**config.mk**
```make
export PLATFORM = sky130hd
export DESIGN_NAME = rxq_top
export DESIGN_NICKNAME = d
export VERILOG_FILES = /design/src/rtl/rxq_pkg.sv /design/src/rtl/rxq_fifo.sv /design/src/rtl/rxq_sumq.sv /design/src/rtl/rxq_frame.sv /design/src/rtl/rxq_top.sv
export SDC_FILE = /design/constraint.sdc
export NUM_CORES = 1
export LEC_CHECK = 0
export BUFFER_PORTS_ARGS = -buffer_cell sky130_fd_sc_hd__buf_2
export CAP_MARGIN = 20
export CORE_MARGIN = 4
export CORE_UTILIZATION = 62
export CTS_CLUSTER_SIZE = 24
export DETAILED_ROUTE_END_ITERATION = 8
export HOLD_SLACK_MARGIN = 0.15
export PLACE_DENSITY_LB_ADDON = 0.05
export SYNTH_ARGS = -nofsm -noshare
export SYNTH_HDL_FRONTEND = slang
export SYNTH_HIERARCHICAL = 1
export SYNTH_SLANG_ARGS = --single-unit
```
**constraint.sdc**
```tcl
create_clock -name clk -period 4.7 [get_ports clk]
set_input_delay 0.705 -clock clk [delete_from_list [all_inputs] [get_ports clk]]
set_output_delay 0.705 -clock clk [all_outputs]
set_load 0.02 [all_outputs]
```
**src/rtl/rxq_pkg.sv**
```systemverilog
package rxq_pkg;
    localparam int DW = 8;
    localparam int CW = 11;

    // bit0 abort, bit1 overrun, bit2 crc, bit3 framing
    typedef struct packed {
        logic frm;
        logic crc;
        logic ovr;
        logic abt;
    } rxq_err_t;

    typedef struct packed {
        logic [DW-1:0] data;
        logic          last;
        rxq_err_t      err;
    } rxq_ent_t;

    typedef struct packed {
        logic [CW-1:0] len;
        rxq_err_t      err;
    } rxq_sum_t;

    typedef enum logic [1:0] {
        REG_FLAG = 2'd0,
        REG_DATA = 2'd1,
        REG_SUM  = 2'd2,
        REG_STAT = 2'd3
    } rxq_reg_e;

    function automatic logic [CW-1:0] len_inc(input logic [CW-1:0] v);
        return (&v) ? v : v + 1'b1;
    endfunction
endpackage

```
**src/rtl/rxq_fifo.sv**
```systemverilog
module rxq_fifo
    import rxq_pkg::*;
#(
    parameter int DEPTH = 16,
    localparam int AW   = $clog2(DEPTH),
    localparam int CNTW = AW + 1
) (
    input  logic            clk,
    input  logic            rst,
    input  logic            push,
    input  rxq_ent_t        push_ent,
    input  logic            pop,
    input  logic            mark,
    input  rxq_err_t        mark_err,
    output rxq_ent_t        head,
    output logic [CNTW-1:0] cnt
);
    rxq_ent_t        mem [DEPTH];
    logic [AW-1:0]   wp, rp, tail;

    function automatic logic [AW-1:0] step(input logic [AW-1:0] p);
        return (p == AW'(DEPTH - 1)) ? '0 : p + 1'b1;
    endfunction

    assign tail = (wp == '0) ? AW'(DEPTH - 1) : wp - 1'b1;
    assign head = mem[rp];

    always_ff @(posedge clk) begin
        if (push) begin
            mem[wp] <= push_ent;
        end else if (mark) begin
            mem[tail].last <= 1'b1;
            mem[tail].err  <= rxq_err_t'(mem[tail].err | mark_err);
        end
    end

    always_ff @(posedge clk) begin
        if (rst) begin
            wp  <= '0;
            rp  <= '0;
            cnt <= '0;
        end else begin
            if (push) wp <= step(wp);
            if (pop)  rp <= step(rp);
            cnt <= cnt + CNTW'(push) - CNTW'(pop);
        end
    end
endmodule

```
**src/rtl/rxq_sumq.sv**
```systemverilog
module rxq_sumq
    import rxq_pkg::*;
#(
    parameter int DEPTH = 4,
    localparam int AW   = $clog2(DEPTH),
    localparam int CNTW = AW + 1
) (
    input  logic     clk,
    input  logic     rst,
    input  logic     push,
    input  rxq_sum_t push_rec,
    input  logic     pop,
    output rxq_sum_t head,
    output logic     valid,
    output logic     full
);
    rxq_sum_t        mem [DEPTH];
    logic [AW-1:0]   wp, rp;
    logic [CNTW-1:0] cnt;

    function automatic logic [AW-1:0] step(input logic [AW-1:0] p);
        return (p == AW'(DEPTH - 1)) ? '0 : p + 1'b1;
    endfunction

    assign head  = mem[rp];
    assign valid = (cnt != '0);
    assign full  = (cnt == CNTW'(DEPTH));

    always_ff @(posedge clk) begin
        if (push) mem[wp] <= push_rec;
    end

    always_ff @(posedge clk) begin
        if (rst) begin
            wp  <= '0;
            rp  <= '0;
            cnt <= '0;
        end else begin
            if (push) wp <= step(wp);
            if (pop)  rp <= step(rp);
            cnt <= cnt + CNTW'(push) - CNTW'(pop);
        end
    end
endmodule

```
**src/rtl/rxq_frame.sv**
```systemverilog
module rxq_frame
    import rxq_pkg::*;
#(
    parameter int DEPTH = 16,
    localparam int CNTW = $clog2(DEPTH) + 1
) (
    input  logic            clk,
    input  logic            rst,
    input  logic            rx_en,
    input  logic            in_valid,
    input  logic [DW-1:0]   in_data,
    input  logic            in_sof,
    input  logic            in_last,
    input  logic            in_crc_err,
    input  logic            in_frm_err,
    input  logic            in_abort,
    input  logic [CNTW-1:0] fifo_cnt,
    input  logic            fifo_pop,
    input  logic            sum_room,
    output logic            push,
    output rxq_ent_t        push_ent,
    output logic            mark,
    output rxq_err_t        mark_err,
    output logic            sum_push,
    output rxq_sum_t        sum_rec,
    output logic            done_now,
    output logic            ovf_set
);
    logic            in_frame, discard;
    logic [CW-1:0]   len;
    logic [CNTW-1:0] pend;

    logic            in_frame_n, discard_n;
    logic [CW-1:0]   len_n, base, grown;
    logic [CNTW-1:0] pend_n, pend_after;
    logic            abort_now, take, full, pend_dec, sum_req;
    rxq_err_t        word_err, abt_err, ovr_err;

    always_comb begin
        abort_now  = rx_en && in_abort && in_frame;
        take       = rx_en && in_valid && !abort_now && (!discard || in_sof);
        full       = (fifo_cnt == CNTW'(DEPTH));
        // the open frame's bytes are the newest pend entries of the FIFO
        pend_dec   = fifo_pop && (fifo_cnt == pend);
        pend_after = pend - CNTW'(pend_dec);
        base       = in_frame ? len : '0;
        grown      = len_inc(base);

        word_err     = '0;
        word_err.crc = in_last && in_crc_err;
        word_err.frm = in_last && in_frm_err;
        abt_err      = '0;
        abt_err.abt  = 1'b1;
        ovr_err      = '0;
        ovr_err.ovr  = 1'b1;

        push       = 1'b0;
        push_ent   = '0;
        mark       = 1'b0;
        mark_err   = '0;
        sum_req    = 1'b0;
        sum_rec    = '0;
        done_now   = 1'b0;
        in_frame_n = in_frame;
        discard_n  = discard;
        len_n      = len;
        pend_n     = pend_after;

        if (abort_now || (take && full)) begin
            sum_req     = 1'b1;
            sum_rec.len = base;
            sum_rec.err = abort_now ? abt_err : ovr_err;
            if (pend_after != '0) begin
                mark     = 1'b1;
                mark_err = sum_rec.err;
            end else begin
                done_now = 1'b1;
            end
            discard_n  = abort_now ? discard : !in_last;
            in_frame_n = 1'b0;
            len_n      = '0;
            pend_n     = '0;
        end else if (take) begin
            push          = 1'b1;
            push_ent.data = in_data;
            push_ent.last = in_last;
            push_ent.err  = word_err;
            discard_n     = 1'b0;
            if (in_last) begin
                sum_req     = 1'b1;
                sum_rec.len = grown;
                sum_rec.err = word_err;
                in_frame_n  = 1'b0;
                len_n       = '0;
                pend_n      = '0;
            end else begin
                in_frame_n  = 1'b1;
                len_n       = grown;
                pend_n      = pend_after + 1'b1;
            end
        end

        sum_push = sum_req && sum_room;
        ovf_set  = sum_req && !sum_room;
    end

    always_ff @(posedge clk) begin
        if (rst) begin
            in_frame <= 1'b0;
            discard  <= 1'b0;
            len      <= '0;
            pend     <= '0;
        end else begin
            in_frame <= in_frame_n;
            discard  <= discard_n;
            len      <= len_n;
            pend     <= pend_n;
        end
    end
endmodule

```
**src/rtl/rxq_top.sv**
```systemverilog
module rxq_top
    import rxq_pkg::*;
#(
    parameter int DEPTH  = 16,
    parameter int SDEPTH = 4,
    localparam int CNTW  = $clog2(DEPTH) + 1
) (
    input  logic        clk,
    input  logic        rst,
    input  logic        rx_en,
    input  logic        in_valid,
    input  logic [7:0]  in_data,
    input  logic        in_sof,
    input  logic        in_last,
    input  logic        in_crc_err,
    input  logic        in_frm_err,
    input  logic        in_abort,
    input  logic        rd_en,
    input  logic [1:0]  rd_addr,
    output logic [15:0] rd_data,
    output logic        irq_svc,
    output logic        irq_done
);
    logic [CNTW-1:0] fifo_cnt;
    rxq_ent_t        head, push_ent;
    rxq_err_t        mark_err;
    rxq_sum_t        sum_head, sum_rec;
    logic            push, mark, sum_push, done_now, ovf_set;
    logic            sum_vld, sum_full, sum_room;
    logic            fifo_pop, sum_pop, sum_rd, stat_rd, head_last, sum_ovf;

    assign head_last = head.last;
    assign irq_svc   = (fifo_cnt != '0);
    assign fifo_pop  = rd_en && (rd_addr == REG_DATA) && irq_svc;
    assign sum_rd    = rd_en && (rd_addr == REG_SUM);
    assign sum_pop   = sum_rd && sum_vld;
    assign stat_rd   = rd_en && (rd_addr == REG_STAT);
    assign sum_room  = !sum_full || sum_pop;

    rxq_frame #(.DEPTH(DEPTH)) u_frame (
        .clk(clk), .rst(rst), .rx_en(rx_en), .in_valid(in_valid),
        .in_data(in_data), .in_sof(in_sof), .in_last(in_last),
        .in_crc_err(in_crc_err), .in_frm_err(in_frm_err), .in_abort(in_abort),
        .fifo_cnt(fifo_cnt), .fifo_pop(fifo_pop), .sum_room(sum_room),
        .push(push), .push_ent(push_ent), .mark(mark), .mark_err(mark_err),
        .sum_push(sum_push), .sum_rec(sum_rec), .done_now(done_now),
        .ovf_set(ovf_set)
    );

    rxq_fifo #(.DEPTH(DEPTH)) u_fifo (
        .clk(clk), .rst(rst), .push(push), .push_ent(push_ent),
        .pop(fifo_pop), .mark(mark), .mark_err(mark_err),
        .head(head), .cnt(fifo_cnt)
    );

    rxq_sumq #(.DEPTH(SDEPTH)) u_sumq (
        .clk(clk), .rst(rst), .push(sum_push), .push_rec(sum_rec),
        .pop(sum_pop), .head(sum_head), .valid(sum_vld), .full(sum_full)
    );

    always_ff @(posedge clk) begin
        if (rst) begin
            irq_done <= 1'b0;
            sum_ovf  <= 1'b0;
        end else begin
            if (done_now || (fifo_pop && head_last)) irq_done <= 1'b1;
            else if (sum_rd)                         irq_done <= 1'b0;
            if (ovf_set)      sum_ovf <= 1'b1;
            else if (stat_rd) sum_ovf <= 1'b0;
        end
    end

    always_comb begin
        rd_data = '0;
        case (rxq_reg_e'(rd_addr))
            REG_FLAG: if (irq_svc) rd_data = {10'b0, 1'b1, head.last, head.err};
            REG_DATA: if (irq_svc) rd_data = {8'b0, head.data};
            REG_SUM:  if (sum_vld) rd_data = {1'b1, sum_head.err, sum_head.len};
            REG_STAT: begin
                rd_data[5]   = sum_ovf;
                rd_data[4:0] = 5'(fifo_cnt);
            end
            default:  rd_data = '0;
        endcase
    end
endmodule

```
==> results of run 1 <==
metrics by stage:
step / cell area, sq um / total power [uW]
3_3_place_gp: 14940 / 4278
4_1_cts: 15930 / 6701
5_1_grt: 15930 / 6942
6_report: 15930 / 6658
2_1_floorplan: 14400 / 3987
3_5_place_dp: 14940 / 4309
metal layers:
metal | GRT usage, % | up-vias
met5 | 0 | -
met4 | 7.118 | 0
met3 | 3.413 | 81
met2 | 44.10 | 440
met1 | 38.27 | 4344
li1 | - | 3764
worst max-delay path: cells and delay by family (launching register included):
family / cells / cell delay [ns]
and+or+nand+nor: 8 / 2.00
AOI/OAI and AO/OA: 3 / 0.93
adders and majority gates: 3 / 0.74
DFF: 1 / 0.43
flip-flops by register name (all words and copies together), names as in the netlist, named ones only:
name              cells
u_fifo/mem          208
u_frame/pend          5
u_sumq/rp             2
u_fifo/wp             4
u_frame/discard       1
u_sumq/wp             2
u_frame/in_frame      1
irq_done              1
u_sumq/cnt            3
sum_ovf               1
u_frame/len          11
u_fifo/rp             4
u_fifo/cnt            5
u_sumq/mem           60
synthesized netlist by cell type, types with 5 or more instances:
| master | number | area share (%) |
|---|---|---|
| a211o_1 | 5 | 0.30 |
| a21oi_1 | 36 | 1.3 |
| a22oi_1 | 5 | 0.26 |
| a32o_1 | 8 | 0.56 |
| a32oi_1 | 8 | 0.49 |
| and2_1 | 26 | 1.1 |
| and3_1 | 14 | 0.61 |
| buf_2 | 10 | 0.35 |
| buf_4 | 6 | 0.31 |
| buf_6 | 5 | 0.39 |
| clkbuf_1 | 27 | 0.70 |
| dfxtp_1 | 46 | 6.4 |
| edfxtp_1 | 268 | 56 |
| ha_1 | 24 | 2.1 |
| inv_1 | 28 | 0.73 |
| mux2i_1 | 12 | 0.83 |
| mux4_1 | 5 | 0.91 |
| mux4_2 | 87 | 14 |
| nand2_1 | 48 | 1.3 |
| nand2b_1 | 7 | 0.30 |
| nand3_1 | 16 | 0.56 |
| nand4_1 | 6 | 0.26 |
| nor2_1 | 90 | 2.3 |
| nor2b_1 | 8 | 0.35 |
| nor3_1 | 7 | 0.24 |
| o21ai_0 | 13 | 0.45 |
| xnor2_1 | 10 | 0.61 |
| xor2_1 | 10 | 0.61 |
power breakdown:
part | internal [uW] | switching [uW] | total (uW)
Clock | 1380 | 1020 | 2400
Sequential | 3130 | 102 | 3230
Combinational | 434 | 596 | 1030
Total | 4940 | 1720 | 6660
layout by cell type (no fill, tap or decap), types with 4 or more instances in the layout:
| cell | netlist | final |
|---|---|---|
| edfxtp_1 | 268 | 268 |
| a22oi_1 | 5 | 5 |
| inv_1 | 28 | 28 |
| o21ai_0 | 13 | 13 |
| and3_1 | 14 | 14 |
| nand2_1 | 48 | 48 |
| nand4_1 | 6 | 6 |
| nor4_1 | 4 | 4 |
| a21oi_1 | 36 | 36 |
| dfxtp_1 | 46 | 44 |
| nor2b_1 | 8 | 8 |
| xnor2_1 | 10 | 10 |
| and2_1 | 26 | 26 |
| buf_4 | 6 | 32 |
| a32o_1 | 8 | 8 |
| o21a_1 | 4 | 4 |
| nor2_1 | 90 | 90 |
| clkbuf_16 | 0 | 31 |
| nand2b_1 | 7 | 7 |
| nand3_1 | 16 | 16 |
| a32oi_1 | 8 | 8 |
| clkinv_1 | 1 | 12 |
| mux2i_1 | 12 | 12 |
| mux4_2 | 87 | 87 |
| conb_1 | 1 | 4 |
| a211oi_1 | 4 | 4 |
| o32ai_1 | 4 | 4 |
| a211o_1 | 5 | 5 |
| a31oi_1 | 4 | 4 |
| ha_1 | 24 | 24 |
| clkbuf_1 | 27 | 7 |
| nor3_1 | 7 | 7 |
| mux4_1 | 5 | 5 |
| o21ai_1 | 4 | 4 |
| buf_2 | 10 | 37 |
| o31a_1 | 4 | 4 |
| xor2_1 | 10 | 10 |
kinds of logic (layout without fill, tap and decap cells):
group,Yosys count,count (layout),share of synthesized area [%]
xor+xnor,21,21,1.383
simple gates,251,251,9.253
other cells,1,4,0.02606
buf+inv,83,159,2.809
mux,104,104,15.37
compound gates,131,131,6.462
fa+ha+maj,26,26,2.365
flops,314,314,62.34
how the worst min path moves through the flow:
stage	startpoint	endpoint	slack, ns	depth (start not counted)
final	in_valid	u_frame/in_frame	0.42	3
after global routing	in_valid	u_frame/in_frame	0.44	3
after CTS	in_valid	u_frame/in_frame	0.40	3
after detailed placement	u_frame/discard	u_frame/discard	0.49	2
after global placement	u_frame/len[1]	u_frame/len[1]	0.47	1
after floorplan	sum_ovf	sum_ovf	0.46	2
cell type report:
| cell class | count | area share [%] |
|---|---|---|
| timing repair buffer | 71 | 2.922 |
| sequential | 314 | 56.34 |
| clock buffer | 38 | 5.036 |
| multi-input combinational | 537 | 31.56 |
| clock inverter | 20 | 1.178 |
| inverter | 30 | 0.7228 |
| tap | 285 | 2.239 |
==> results by group, run 1 <==
Routing
  – Met2 routed WL: approximately 17 mm
  – Vias: approximately 8,600
  – Vias per std cell: 6.663
  – WL per Instance: approximately 26 microns
  – Drt drc: 0
  – Remaining antenna violation count: 0
  – Final wirelength: 33.76 mm
  – Uppermost layer routed: met4
  – M1 wire length: 13.43 mm
  – Iteration-0 DRC Markers: 1,044
  – WL met3: 2.712 mm
  – Total iterations of the first detailed-routing run: 5

Place
  – Post-placement setup slack: 0.01445 ns
  – Detail Placement HPWL: 23.19 mm
  – Routability Congestion: 0.9370
  – Dpl cells: 1,237
  – Port bufs: 37

Logic synthesis
  – Asr flop ratio synth: 0%
  – Synth Warn #: 6
  – Ys flop type: edfxtp_1
  – Sequential share of the synthesized area: between 60 and 70%
  – Number of flops mapped to enable cells by yosys: about 270
  – Syn Inst Count: 931
  – Synth cell types: 80
  – Mapped Avg Cell Area: 15.45 sq um
  – Synth Register Bits: 314
  – Synth Cell Area: approximately 14,000 sq um

CTS
  – Clock Pin Slew Worst Setup and Hold Paths: 0.06 ns
  – Clock tree buffer depth: 3
  – CTS tree: done
  – CTS Sinks: 314
  – Root Buffer: clkbuf_16
  – Worst-skew pair later-pin latency: approximately 0.57 ns
  – Post-CTS sizing: 0
  – Hold Buf Count CTS: 0
  – Post-CTS Repair Setup Buffers: 0
  – Num CTS Buffers: 31
  – H-tree depth: 1

Power and ir drop
  – Maximum vdd drop: between 300 and 400 uV
  – Power Dens Cells: 418.0 nW/um^2
  – Leakage power: approximately 0.0054 uW

Layout
  – Fill count: 1,496
  – Area of the multi-input gates: roughly 5000 sq um
  – Final nets: between 1,000 and 1,500
  – Inserted Diodes: 0
  – Fin cells: 1,295
  – Post-layout util: approximately 70%
  – P&R area growth vs syn: 10.70%
  – Register area: 8974 sq um
  – Share of post-route cells with drive strength above 1: between 20 and 25%

Worst setup path
  – Worst reg-to-reg path cell count: 14
  – Critical Path AT: about 4.7 ns
  – Reg2reg setup slack: 0.25 ns
  – Crit path kind: flip-flop to flip-flop
  – Crit path cell chain: nor4_4, a21boi_2, and2_1, and3_1, ha_1, ha_1, ha_1, and4b_1, nor2_1, nand2b_1, nor2_1, o32ai_1, a32oi_1, nor2_1
  – Critical Path End: u_fifo/mem[3][1]
  – Critical path launch point: u_fifo/cnt[3]
  – FF-to-FF Start: u_fifo/cnt[3]
  – Worst Setup End Kind: flip-flop
  – Startpoint types: flip-flop
  – Worst Path Max Fanout: 11
  – CP peak stage delay: around 0.69 ns
  – Worst path slowest cell: a32oi_1
  – CP Data Required Time: roughly 4.9 ns
  – Reg2reg end: u_fifo/mem[3][1]

Global route
  – Overall routing resource usage: 26.63%
  – Vias in the first global route: approximately 8,500
  – Initial antenna violation count: 0
  – GR Overflow Total: 0
  – Largest net degree at the start of global routing: 31
  – Global-route wire length before repair: 52.31 mm

Floorplanning
  – Initial core utilization: between 60% and 70%
  – Core region area: ~23,000 sq um
  – Die H: 160.3 microns
  – Cell row count: 55
  – # IOs: 38
  – DIE AREA: 25,710 sq um
  – Die X: 160.3 microns

STA
  – Final Cycle Share: 94.72%
  – Final Hold Violating Endpoints: 0
  – Max Fclk: ~220 MHz
  – Slew Viols, Final: 0
  – Worst Skew: 0.01244 ns
  – Fin worst setup slack: between 0.2 and 0.25 ns
  – Max_slew headroom: 33.72%
  – WHS: 0.4177 ns
  – Setup TNS Final: 0 ns
  – Final min period: around 4.5 ns
  – Worst Max-Slew Pin Slew: a little under 1 ns
  – RSZ-0062 raised after global routing: no
  – # setup viols final: 0

Min path
  – Hold WC Path Type: input port to flip-flop

Flow run
  – Max-Cap Viols: 0

Outcome
  – Outcome: complete, no violations
No activity file was read; power rests on OpenSTA's default activity.
==> run 2, diff against run 1 <==
--- a/config.mk
+++ b/config.mk
@@ -9,6 +9,7 @@
 export CAP_MARGIN = 20
 export CORE_MARGIN = 4
 export CORE_UTILIZATION = 62
+export CTS_BUF_LIST = sky130_fd_sc_hd__clkbuf_16
 export CTS_CLUSTER_SIZE = 24
 export DETAILED_ROUTE_END_ITERATION = 8
 export HOLD_SLACK_MARGIN = 0.15
==> run 2 against run 1 <==
Compared with the run above: total power fell by 0.21%; critical endpoint unchanged; non-clock buffer count did not move; sequential share of layout area did not move.
==> results by group, run 2 (synthesized netlist as in run 1, its figures left out) <==
Outcome
  – Outcome: complete, no violations

Routing
  – Drt drc: 0
  – Vias per std cell: 6.641
  – Remaining antenna violation count: 0
  – WL per Instance: 26.12 microns
  – Total iterations of the first detailed-routing run: 5
  – Vias: about 8,600
  – Final wirelength: 33.83 mm
  – Iteration-0 DRC Markers: 1,032

Floorplanning
  – Cell row count: 55
  – DIE AREA: 25,710 sq um
  – Die H: 160.3 microns
  – Die X: 160.3 microns
  – Initial core utilization: around 63%
  – # IOs: 38
  – Core region area: 22,710 sq um

STA
  – Worst Max-Slew Pin Slew: 1.000 ns
  – Slew Viols, Final: 0
  – Final Hold Violating Endpoints: 0
  – # setup viols final: 0
  – Max Fclk: 223.2 MHz
  – Final Cycle Share: 95.33%
  – Setup TNS Final: 0 ns
  – Worst Skew: 0.01367 ns
  – WHS: 0.4162 ns
  – RSZ-0062 raised after global routing: no
  – Max_slew headroom: 33.22%
  – Final min period: 4.480 ns

Layout
  – Share of post-route cells with drive strength above 1: 22.38%
  – Top Registers: u_fifo/mem x208, u_sumq/mem x60, u_frame/len x11
  – Top reg by flops: u_fifo/mem
  – Inserted Diodes: 0
  – Final nets: 1,031
  – Most frequent cells in the layout: edfxtp_1 (268), nor2_1 (90), mux4_2 (87)
  – Max reg flops: 208
  – P&R area growth vs syn: 10.70%
  – Commonest non-fill, non-tap cell in the layout: edfxtp_1

Global route
  – Vias in the first global route: ~8,500
  – Global-route wire length before repair: 52.31 mm
  – Overall routing resource usage: 26.63%
  – GR Overflow Total: 0
  – Initial antenna violation count: 0
  – Largest net degree at the start of global routing: 31

CTS
  – Root Buffer: clkbuf_16
  – Clock tree buffer depth: 3
  – Num CTS Buffers: 31
  – Post-CTS Repair Setup Buffers: 0
  – H-tree depth: 1
  – Post-CTS sizing: 0
  – Clock Pin Slew Worst Setup and Hold Paths: approximately 0.060 ns
  – CTS tree: done
  – CTS Sinks: 314
  – Hold Buf Count CTS: 0
  – Worst-skew pair later-pin latency: 0.57 ns

Worst setup path
  – FF-to-FF Start: u_fifo/cnt[3]
  – Reg2reg setup slack: about 0.22 ns
  – Reg2reg end: u_fifo/mem[3][1]
  – Critical Path AT: 4.72 ns
  – Startpoint types: flip-flop
  – Crit path cell chain: nor4_4, a21boi_2, and2_1, and3_1, ha_1, ha_1, ha_1, and4b_1, nor2_1, nand2b_1, nor2_1, o32ai_1, a32oi_1, nor2_1
  – Top delay family on crit path: simple AND/OR/NAND/NOR gates
  – Worst reg-to-reg path cell count: 14
  – Buf/Inv on CP: 0
  – Worst Path Max Fanout: 11
  – Crit path kind: flip-flop to flip-flop
  – Worst Setup End Kind: flip-flop
  – Worst path slowest cell: a32oi_1
  – CP peak stage delay: 0.68 ns
  – CP Data Required Time: 4.94 ns

Place
  – Port bufs: 37
  – Detail Placement HPWL: 23.19 mm
  – Routability Congestion: 0.9370

Power and ir drop
  – Pwr Total: 6644 uW
  – Maximum vdd drop: 327.1 uV
  – Power Dens Cells: about 420 nW/um^2
  – Leakage power: roughly 0.0055 uW

Min path
  – Hold_sp: in_valid
  – Hold WC Path Type: input port to flip-flop
  – Worst hold path cell count: 3
  – Worst Hold Path EP: u_frame/in_frame

Flow run
  – Max-Cap Viols: 0
## run 2: cell types whose count changed in the layout (fill, tap and decap cells not counted), sizes merged
cell,before,now
inv,31,38
clkbuf,38,31
## run 2: report_power, final
part	total (uW)	internal [uW]	switching (uW)
Sequential	3230	3130	102
Combinational	1030	434	596
Clock	2380	1360	1020
Total	6640	4930	1720
## run 2: metal layers
| metal | global-route usage (%) | part of all wire, % | vias to the layer above |
|---|---|---|---|
| li1 | - | - | 3765 |
| met2 | 44.10 | 50 | 444 |
| met5 | 0 | 0 | - |
| met4 | 7.118 | 2.5 | 0 |
| met1 | 38.27 | 39 | 4327 |
| met3 | 3.413 | 8.5 | 64 |
## run 2: worst max path at each step
stage | startpoint | depth (start not counted) | slack [ns] | end
floorplan | rd_addr[1] | 15 | 0.68 | u_fifo/mem[7][10]
global placement | rd_addr[1] | 16 | 0.16 | u_fifo/mem[2][4]
detailed placement | rd_addr[1] | 16 | 0.01 | u_fifo/mem[3][3]
CTS | u_fifo/cnt[3] | 14 | 0.30 | u_fifo/mem[3][3]
global route | u_fifo/cnt[3] | 14 | 0.01 | u_fifo/mem[3][1]
finish | u_fifo/cnt[3] | 14 | 0.22 | u_fifo/mem[3][1]
## run 2: final cells by class
| cell class | count | area (sq um) |
|---|---|---|
| sequential | 314 | 8974 |
| fill | 1496 | 6783 |
| multi-input combinational | 537 | 5026 |
| clock buffer | 31 | 775.7 |
| timing repair buffer | 71 | 465.4 |
| tap | 285 | 356.6 |
| clock inverter | 27 | 214.0 |
| inverter | 30 | 115.1 |
## run 2: worst reg2reg max path: cells and delay by family (launching register included)
kind                     cells  cell delay [ns]
adder cells (fa/ha/maj)      3             0.74
flip-flops                   1             0.43
AO/OA/AOI/OAI                3             0.92
AND/OR/NAND/NOR              8             2.05
## run 2: metrics by stage
stage               worst slack, ns  util (%)  area (sq um)  std cells
detailed placement          0.01445     65.77         14940       1237
global route                0.01480     70.13         15930       1295
global placement             0.1620     65.77         14940       1237
CTS                          0.3012     70.13         15930       1295
finish                       0.2197     70.13         15930       1295
floorplan                    0.6825         -         14400        934
==> run 3, diff against run 2 <==
--- a/config.mk
+++ b/config.mk
@@ -14,6 +14,7 @@
 export DETAILED_ROUTE_END_ITERATION = 8
 export HOLD_SLACK_MARGIN = 0.15
 export PLACE_DENSITY_LB_ADDON = 0.05
+export RECOVER_POWER = 50
 export SYNTH_ARGS = -nofsm -noshare
 export SYNTH_HDL_FRONTEND = slang
 export SYNTH_HIERARCHICAL = 1
==> run 3 against run 2 <==
Compared with the run above: via count barely moved; global-route usage stayed put; utilization fell by 0.44 points; count of clock-buffer cells in the layout did not move; fmax up 0.42%; setup slack gained 0.019 ns; non-clock buffer count stayed put; critical path depth up 1; sequential share of layout area up 0.34 points; highest routed layer unchanged; total power shrank 0.24%.
==> results by group, run 3 (synthesized netlist as in run 1, its figures left out) <==
Place
  – Port bufs: 37
  – Detail Placement HPWL: 23.19 mm
  – Routability Congestion: about 0.94
  – Dpl cells: 1,237

Global route
  – Overall routing resource usage: 26.63%
  – Largest net degree at the start of global routing: 31
  – Initial antenna violation count: 0
  – GR Overflow Total: 0
  – Global-route wire length before repair: between 50 and 60 mm
  – Vias in the first global route: roughly 8,500

Layout
  – Max reg flops: 208
  – P&R area growth vs syn: 10.01%
  – Inserted Diodes: 0
  – Top Registers: u_fifo/mem x208, u_sumq/mem x60, u_frame/len x11
  – Top reg by flops: u_fifo/mem
  – Fill count: 1,524
  – Final nets: just over 1,000
  – Fin cells: 1,295
  – Post-layout util: 69.70%
  – Most frequent cells in the layout: edfxtp_1 (268), nor2_1 (92), mux4_2 (87)
  – Commonest non-fill, non-tap cell in the layout: edfxtp_1
  – Share of post-route cells with drive strength above 1: ~20%

Floorplanning
  – Initial core utilization: 63.36%
  – Die X: ~160 microns
  – Cell row count: 55
  – DIE AREA: 25,710 sq um
  – Core region area: between 20,000 and 25,000 sq um
  – # IOs: 38
  – Die H: 160.3 microns

CTS
  – Clock Pin Slew Worst Setup and Hold Paths: 0.06 ns
  – CTS tree: done
  – Worst-skew pair later-pin latency: 0.57 ns
  – Post-CTS Repair Setup Buffers: 0
  – Root Buffer: clkbuf_16
  – CTS Sinks: 314
  – Clock tree buffer depth: 3
  – Hold Buf Count CTS: 0
  – Post-CTS sizing: 0
  – H-tree depth: 1
  – Num CTS Buffers: 31

Power and ir drop
  – Cell Int Power: 4917 uW
  – Combinational Power Share: ~15%
  – Sw power: 1712 uW
  – Leakage power: 0.005329 uW
  – Power Dens Cells: roughly 420 nW/um^2
  – Sw Ratio: 25.82%
  – Maximum vdd drop: between 300 and 400 uV
  – Register share of total power: 48.8%
  – Clock group share of total power: 35.9%

STA
  – Setup TNS Final: 0 ns
  – Worst Skew: about 0.014 ns
  – Max_slew headroom: 5.846%
  – Final Cycle Share: between 90% and 100%
  – Final Hold Violating Endpoints: 0
  – RSZ-0062 raised after global routing: no
  – Slew Viols, Final: 0
  – Max Fclk: approximately 220 MHz
  – Worst Max-Slew Pin Slew: 1.399 ns
  – # setup viols final: 0
  – Final min period: 4.462 ns

Worst setup path
  – Startpoint types: flip-flop
  – Critical Path AT: 4.67 ns
  – Worst Path Max Fanout: 8
  – CP Data Required Time: ~5 ns
  – Worst Setup End Kind: flip-flop
  – Crit path kind: flip-flop to flip-flop

Routing
  – Remaining antenna violation count: 0
  – WL per Instance: between 20 and 30 microns
  – Total iterations of the first detailed-routing run: 6
  – Vias: about 8,600
  – Vias per std cell: 6.644
  – Iteration-0 DRC Markers: 1,116
  – Drt drc: 0
  – Final wirelength: 33.74 mm

Min path
  – Hold WC Path Type: input port to flip-flop

Outcome
  – Outcome: complete, no violations

Flow run
  – Max-Cap Viols: 0
## run 3: cell types whose count changed in the layout (fill, tap and decap cells not counted), moves of 4 or more
cell | before | now
clkbuf_1 | 0 | 21
and2_0 | 0 | 15
and2_1 | 26 | 11
buf_2 | 37 | 23
buf_4 | 32 | 24
o21ai_0 | 13 | 17
o21ai_1 | 4 | 0
## run 3: power by group through the flow
stage          combinational (uW)  clock [uW]  sequential (uW)
2_1_floorplan                 748           0             3240
3_3_place_gp                  990           0             3290
3_5_place_dp                 1020           0             3290
4_1_cts                      1020        2430             3230
5_1_grt                      1100        2570             3240
6_report                     1010        2380             3230
## run 3: per-stage QoR
stage	power [uW]	area, sq um	hold slack, ns	setup WS, ns
6_report	6628	15830	0.4082	0.2384
5_1_grt	6914	15830	0.4276	0.01483
4_1_cts	6686	15930	0.4014	0.3012
3_3_place_gp	4278	14940	0.4695	0.1620
3_5_place_dp	4309	14940	0.4853	0.01445
2_1_floorplan	3987	14400	0.4560	0.6825
## run 3: worst paths after layout
check / start / endpoint / slack, ns / cells past startpoint
max: u_fifo/cnt[3] / u_fifo/mem[15][9] / 0.24 / 15
min reg2reg: u_frame/discard / u_frame/discard / 0.50 / 2
min: in_valid / u_frame/in_frame / 0.41 / 3
max reg2reg: u_fifo/cnt[3] / u_fifo/mem[15][9] / 0.24 / 15
## run 3: per-layer routing
metal | wire, microns | global-route usage [%] | vias up
li1 | - | - | 3768
met1 | 13320 | 38.27 | 4367
met2 | 16870 | 44.10 | 405
met3 | 2736 | 3.413 | 64
met4 | 814 | 7.118 | 0
met5 | 0 | 0 | -
## run 3: area by class of cell
type                            count  area, sq um  share of cell area, %
Timing Repair Buffer               71        419.2                  2.648
Inverter                           30        113.9                 0.7194
Sequential cell                   314         8971                  56.68
Clock buffer                       31        775.7                  4.901
Tap cell                          285        356.6                  2.253
Multi-Input combinational cell    537         4977                  31.45
Clock inverter                     27        214.0                  1.352
## run 3: worst max-delay path, stage by stage, from the launching register on
cell and delay [ns]:
dfxtp_1 0.44, nor4_4 0.38, a21boi_2 0.14, and2_1 0.19, and3_1 0.15, ha_1 0.19, ha_1 0.34, ha_1 0.22
and4b_1 0.23, nor2_1 0.30, nor2b_1 0.24, clkbuf_1 0.31, a41oi_1 0.17, clkbuf_1 0.25, nor2_1 0.14, clkbuf_1 0.41
